===== src/rtl/dps_pkg.sv =====
package dps_pkg;

  typedef enum logic [2:0] {
    PH_ON        = 3'd0,
    PH_DRAIN     = 3'd1,
    PH_OFF       = 3'd2,
    PH_RESETTING = 3'd3,
    PH_ENABLING  = 3'd4
  } phase_e;

  // strobes from the control FSM into the datapath
  typedef struct packed {
    logic holdIdle;    // keep the idle confirmation counter cleared
    logic holdSettle;  // keep the settle counter cleared
    logic takeUp;      // latch a power-up request
    logic takeDown;    // latch a power-down request
    logic dropUp;      // clear the latched power-up request
    logic dropDown;    // clear the latched power-down request
  } dpStrobes_t;

endpackage


===== src/rtl/dps_sync.sv =====
module dps_sync #(
  parameter int STAGES = 2
) (
  input  logic clk,
  input  logic rstN,
  input  logic din,
  output logic dout
);
  logic [STAGES-1:0] pipe;

  always_ff @(posedge clk or negedge rstN) begin
    if (!rstN) pipe <= '0;
    else       pipe <= {pipe[STAGES-2:0], din};
  end

  assign dout = pipe[STAGES-1];
endmodule


===== src/rtl/dps_datapath.sv =====
module dps_datapath
  import dps_pkg::*;
#(
  parameter int SYNC_STAGES   = 2,
  parameter int IDLE_CONFIRM  = 2,
  parameter int SETTLE_CYCLES = 16
) (
  input  logic       clk,
  input  logic       rstN,
  input  logic       busyAsync,
  input  logic       pwrGoodAsync,
  input  dpStrobes_t strobes,
  output logic       idleOk,
  output logic       settleDone,
  output logic       pendUp,
  output logic       pendDown
);
  localparam int IW = $clog2(IDLE_CONFIRM + 1);
  localparam int SW = $clog2(SETTLE_CYCLES + 1);
  localparam logic [IW-1:0] IDLE_LAST   = IW'(IDLE_CONFIRM);
  localparam logic [SW-1:0] SETTLE_LAST = SW'(SETTLE_CYCLES);

  logic busySync, goodSync;
  logic [IW-1:0] idleCnt;
  logic [SW-1:0] settleCnt;

  dps_sync #(.STAGES(SYNC_STAGES)) busySyncI (
    .clk(clk), .rstN(rstN), .din(busyAsync), .dout(busySync));
  dps_sync #(.STAGES(SYNC_STAGES)) goodSyncI (
    .clk(clk), .rstN(rstN), .din(pwrGoodAsync), .dout(goodSync));

  // consecutive idle samples while draining
  always_ff @(posedge clk or negedge rstN) begin
    if (!rstN)                              idleCnt <= '0;
    else if (strobes.holdIdle || busySync)  idleCnt <= '0;
    else if (idleCnt != IDLE_LAST)          idleCnt <= idleCnt + 1'b1;
  end

  // consecutive power-good samples while resetting
  always_ff @(posedge clk or negedge rstN) begin
    if (!rstN)                                 settleCnt <= '0;
    else if (strobes.holdSettle || !goodSync)  settleCnt <= '0;
    else if (settleCnt != SETTLE_LAST)         settleCnt <= settleCnt + 1'b1;
  end

  // opposite-direction requests held until the current sequence ends
  always_ff @(posedge clk or negedge rstN) begin
    if (!rstN) begin
      pendUp   <= 1'b0;
      pendDown <= 1'b0;
    end else begin
      if (strobes.dropUp)        pendUp   <= 1'b0;
      else if (strobes.takeUp)   pendUp   <= 1'b1;
      if (strobes.dropDown)      pendDown <= 1'b0;
      else if (strobes.takeDown) pendDown <= 1'b1;
    end
  end

  assign idleOk     = (idleCnt == IDLE_LAST);
  assign settleDone = (settleCnt == SETTLE_LAST);


  idle_range_chk: assert property (@(posedge clk) disable iff (!rstN)
    idleCnt <= IDLE_LAST);

  idle_fresh_chk: assert property (@(posedge clk) disable iff (!rstN)
    $rose(idleOk) |-> !$past(busySync));

  settle_range_chk: assert property (@(posedge clk) disable iff (!rstN)
    settleCnt <= SETTLE_LAST);

  settle_good_chk: assert property (@(posedge clk) disable iff (!rstN)
    $rose(settleDone) |-> $past(goodSync));
endmodule


===== src/rtl/dps_control.sv =====
module dps_control
  import dps_pkg::*;
(
  input  logic       clk,
  input  logic       rstN,
  input  logic       upReq,
  input  logic       downReq,
  input  logic       idleOk,
  input  logic       settleDone,
  input  logic       pendUp,
  input  logic       pendDown,
  output dpStrobes_t strobes,
  output logic       gateAllow,
  output logic       pwrEnable,
  output logic       domainReset,
  output logic [2:0] phase,
  output logic       seqDone
);
  phase_e state, nextState;
  logic   finishing;

  always_comb begin
    nextState = state;
    finishing = 1'b0;
    unique case (state)
      PH_ON:        if (downReq || pendDown) nextState = PH_DRAIN;
      PH_DRAIN:     if (idleOk) begin
                      nextState = PH_OFF;
                      finishing = 1'b1;
                    end
      PH_OFF:       if (upReq || pendUp) nextState = PH_RESETTING;
      PH_RESETTING: if (settleDone) nextState = PH_ENABLING;
      PH_ENABLING:  begin
                      nextState = PH_ON;
                      finishing = 1'b1;
                    end
      default:      nextState = PH_ON;
    endcase
  end

  always_comb begin
    strobes.holdIdle   = (state != PH_DRAIN);
    strobes.holdSettle = (state != PH_RESETTING);
    strobes.takeUp     = (state == PH_DRAIN) && upReq;
    strobes.takeDown   = ((state == PH_RESETTING) || (state == PH_ENABLING)) && downReq;
    strobes.dropUp     = (state == PH_OFF);
    strobes.dropDown   = (state == PH_ON);
  end

  // state and outputs registered together: glitch-free power controls
  always_ff @(posedge clk or negedge rstN) begin
    if (!rstN) begin
      state       <= PH_ON;
      gateAllow   <= 1'b1;
      pwrEnable   <= 1'b1;
      domainReset <= 1'b0;
      seqDone     <= 1'b0;
    end else begin
      state       <= nextState;
      gateAllow   <= (nextState == PH_ON);
      pwrEnable   <= (nextState != PH_OFF);
      domainReset <= (nextState == PH_OFF) || (nextState == PH_RESETTING);
      seqDone     <= finishing;
    end
  end

  assign phase = state;


  drop_allow_chk: assert property (@(posedge clk) disable iff (!rstN)
    (state == PH_ON && (downReq || pendDown)) |=> (!gateAllow && pwrEnable && !domainReset));

  power_off_idle_chk: assert property (@(posedge clk) disable iff (!rstN)
    $fell(pwrEnable) |-> $past(idleOk));

  reset_with_off_chk: assert property (@(posedge clk) disable iff (!rstN)
    $fell(pwrEnable) |-> domainReset);

  reset_held_on_chk: assert property (@(posedge clk) disable iff (!rstN)
    $rose(pwrEnable) |-> (domainReset && !gateAllow));

  release_settle_chk: assert property (@(posedge clk) disable iff (!rstN)
    $fell(domainReset) |-> ($past(settleDone) && pwrEnable && !gateAllow));

  allow_last_chk: assert property (@(posedge clk) disable iff (!rstN)
    $rose(gateAllow) |-> (pwrEnable && !domainReset && !$past(domainReset)));

  done_pulse_chk: assert property (@(posedge clk) disable iff (!rstN)
    seqDone |=> !seqDone);
endmodule


===== src/rtl/domain_power_sequencer.sv =====
module domain_power_sequencer
  import dps_pkg::*;
#(
  parameter int SYNC_STAGES   = 2,
  parameter int IDLE_CONFIRM  = 2,
  parameter int SETTLE_CYCLES = 16
) (
  input  logic       clk,
  input  logic       rstN,
  input  logic       downReq,
  input  logic       upReq,
  input  logic       busyAsync,
  input  logic       pwrGoodAsync,
  output logic       gateAllow,
  output logic       pwrEnable,
  output logic       domainReset,
  output logic [2:0] phase,
  output logic       seqDone
);
  dpStrobes_t strobes;
  logic idleOk, settleDone, pendUp, pendDown;

  dps_datapath #(
    .SYNC_STAGES(SYNC_STAGES),
    .IDLE_CONFIRM(IDLE_CONFIRM),
    .SETTLE_CYCLES(SETTLE_CYCLES)
  ) dpI (
    .clk(clk), .rstN(rstN),
    .busyAsync(busyAsync), .pwrGoodAsync(pwrGoodAsync),
    .strobes(strobes),
    .idleOk(idleOk), .settleDone(settleDone),
    .pendUp(pendUp), .pendDown(pendDown)
  );

  dps_control ctlI (
    .clk(clk), .rstN(rstN),
    .upReq(upReq), .downReq(downReq),
    .idleOk(idleOk), .settleDone(settleDone),
    .pendUp(pendUp), .pendDown(pendDown),
    .strobes(strobes),
    .gateAllow(gateAllow), .pwrEnable(pwrEnable), .domainReset(domainReset),
    .phase(phase), .seqDone(seqDone)
  );
endmodule


===== config.mk =====
export PLATFORM = sky130hd
export DESIGN_NAME = domain_power_sequencer
export DESIGN_NICKNAME = d
export VERILOG_FILES = /design/src/rtl/dps_pkg.sv /design/src/rtl/dps_sync.sv /design/src/rtl/dps_datapath.sv /design/src/rtl/dps_control.sv /design/src/rtl/domain_power_sequencer.sv
export SDC_FILE = /design/constraint.sdc
export NUM_CORES = 1
export LEC_CHECK = 0
export ABC_AREA = 0
export BUFFER_PORTS_ARGS = -buffer_cell sky130_fd_sc_hd__buf_2
export CAP_MARGIN = 15
export CORE_MARGIN = 1.5
export CORE_UTILIZATION = 36
export CTS_BUF_LIST = sky130_fd_sc_hd__clkbuf_2
export CTS_CLUSTER_SIZE = 30
export DETAILED_ROUTE_END_ITERATION = 7
export HOLD_SLACK_MARGIN = 0.05
export MAX_ROUTING_LAYER = met4
export PLACE_DENSITY_LB_ADDON = 0.05
export RECOVER_POWER = 25
export SYNTH_ARGS = -nofsm -noshare
export SYNTH_HDL_FRONTEND = slang
export SYNTH_SLANG_ARGS = --single-unit

===== constraint.sdc =====
create_clock -name clk -period 1.4 [get_ports clk]
set_input_delay 0.07 -clock clk [delete_from_list [all_inputs] [get_ports clk]]
set_output_delay 0.07 -clock clk [all_outputs]
set_load 0.01 [all_outputs]

==> qor.yml <==
tns_ps: 0
grt_pass1_vias: 548
path_class: "flip-flop to flip-flop"
hp-class: "input port to flip-flop"
cts_tree: "yes"
wl_per_cell_um: 11.66
gp_congestion: 0.6886
crit_chain: "inv_2 -> ha_1 -> and4bb_4 -> and2_4 -> o31ai_2"
worstMarginPinSlew_ps: 1059
grt_overflow: 0
antenna_found_initial: 0
clk_latency_ps: 310
clk_pin_slew_ps: 190
wl_um: 1422
drt_iter0_markers: 6
final_util_pct: 46.05
antenna_cells: 0
min_period_ps: 1334
cts.sink_count: 20
worst-endpoint-arrival_ps: 1560
setup_viol: 0
cts_max_level: 1
yosys.area.top_type: "dfrtp_1"
row_count: 17
yosysUniqueCellTypes: 32
fin_crit_sh_pct: 95.26
start_util_pct: 38.71
route.detailed.drc: 0
cp-end-kind: "flip-flop"
cap_violations: 0
p_per_area_nw_per_um2: 1498
max_freq_mhz: 749.9
finalClockSkew_ps: 15.69
area_delta_synth_final_pct: 18.96
grt_util_all_layers_pct: 13.20
grt_pass1_wl_um: 2490
p_leak_nw: 0.4614
grt_max_degree: 21
final_common_cell: "dfrtp_1"
cts_buffer_depth: 2
ys_warn_count: 0
port_buffers: 12
ir_drop_mv: 0.7990
crit_slowest_cell: "dfrtp_1"
boundaryPins: 13
n_fill_cell: 219
required_ps: 1630
grt_setup_unrepaired: "no"
dieArea_um2: 2705
synth_area_um2: 864.6
core_um2: 2233
vias: 594
layout_common_cells: "dfrtp_1, buf_2, nor2_1"
timing.hold.ws_ps: 80.24
synth.top_cell.area_share_pct: 52.10
synth_fp_nets: 82
dp_hpwl_um: 973.1
ant_nets: 0
fin_nets: 104
hold_viol: 0
drive_gt1_share_pct: 27.66
die_w_um: 52.01
synth-seq-cells: 20
status: "completed"
avgSynthCellArea_um2: 11.84
yosysSeqAreaShare_pct: 58.18
synthCells: 73
relSlewSlack_pct: 29.42
timing.final.max_slew_violations: 0
fp.dieH_um: 52.01
cts_made_buffers: 3
synth.area.top_cells: "dfrtp_1, dfstp_2, ha_1"
cpPeakStageDelay_ps: 430
cts_root_buffer: "clkbuf_2"
cp_max_fo: 4
critPathLaunchType: "flip-flop"
first_pass_iters: 4
vias_per_cell: 4.869
==> final cells by class <==
| cell class | instances | area (um2) | share of cell area (%) |
|---|---|---|---|
| Multi-Input combinational cell | 46 | 330.3 | 32.12 |
| Clock buffer | 4 | 20.02 | 1.946 |
| Sequential cell | 20 | 503.0 | 48.90 |
| Inverter | 5 | 18.77 | 1.825 |
| Tap cell | 28 | 35.03 | 3.406 |
| Timing Repair Buffer | 19 | 121.4 | 11.80 |
==> synth_stat cells <==
master and number:
o31ai_2 1, a211oi_1 1, nor2b_1 2, buf_2 1
xor2_1 3, o311ai_1 1, nand4b_1 1, o41ai_1 1
mux2i_1 1, nand2b_2 1, nor3_1 2, nand3_1 3
a22o_1 1, nand4_2 1, buf_4 1, ha_1 3
nand3b_1 1, dfrtp_1 18, nand2_1 1, o32a_1 1
a21o_1 1, o21ai_1 2, a21oi_1 2, nor2_1 9
o21ai_0 1, and2_4 1, and2_1 1, and4bb_4 1
inv_1 5, xnor2_1 2, nand2b_1 1, dfstp_2 2
==> routing by layer <==
layer / track usage [%] / up-vias / part of all wire (%)
li1: - / 294 / -
met1: 15.71 / 282 / 47
met2: 20.68 / 16 / 47
met3: 5.172 / 2 / 6.0
met4: 3.947 / 0 / 0.63
met5: - / - / 0
==> timing repair <==
action	CTS	global route
setup buffers	0	2
resized for setup	0	1
hold buffers	4	0
endpoints found under the setup margin	0	1
endpoints found under the hold margin	24	0
==> state kept, by name, summed over array words and instances, names as in the netlist <==
register	flops
ctlI.phase	3
dpI.pendUp	1
ctlI.seqDone	1
ctlI.gateAllow	1
ctlI.domainReset	1
dpI.settleCnt	5
dpI.busySyncI.pipe	2
dpI.pendDown	1
ctlI.pwrEnable	1
dpI.idleCnt	2
dpI.goodSyncI.pipe	2
==> cells by family after synthesis <==
group	Yosys count	share of synthesized area [%]
fa+ha+maj	3	4.342
flops	20	58.18
xor+xnor	5	5.066
compound gates	12	10.28
buf+inv	7	3.618
simple gates	25	17.37
mux	1	1.158
==> stage by stage <==
stage | setup slack, ps | area (um2) | cells | power [mW]
5_1_grt | 6.414 | 1028 | 122 | 1.668
2_1_floorplan | 165.6 | 864.6 | 73 | 1.158
4_1_cts | 59.29 | 1015 | 120 | 1.543
6_report | 66.42 | 1028 | 122 | 1.541
3_3_place_gp | 145.8 | 954.7 | 112 | 1.289
3_5_place_dp | 112.5 | 954.7 | 112 | 1.290
==> critical path, delay by kind of cell (launching register included) <==
family	cells	cell delay, ps
AO/OA/AOI/OAI	1	200
adder cells (fa/ha/maj)	1	190
buffers and inverters	1	50
flip-flops	1	430
AND/OR/NAND/NOR	2	380
==> power breakdown <==
group          internal (mW)  total (mW)  switching, mW
clock network         0.0757       0.244          0.168
registers              0.695       0.823          0.128
logic                  0.239       0.474          0.235
total                   1.01        1.54          0.531
==> final timing paths <==
kind	from	endpoint	slack (ps)	depth (start not counted)
worst min register to register	dpI.goodSyncI.pipe[0]	dpI.goodSyncI.pipe[1]	370	0
worst max-delay path	dpI.settleCnt[0]	ctlI.phase[0]	70	5
min in group asynchronous	rstN	dpI.idleCnt[0]	430	2
max in group asynchronous	rstN	dpI.settleCnt[2]	330	2
worst min-delay path	upReq	dpI.pendUp	80	3
worst max register to register	dpI.settleCnt[0]	ctlI.phase[0]	70	5
Power figures use the tool's default switching activity.
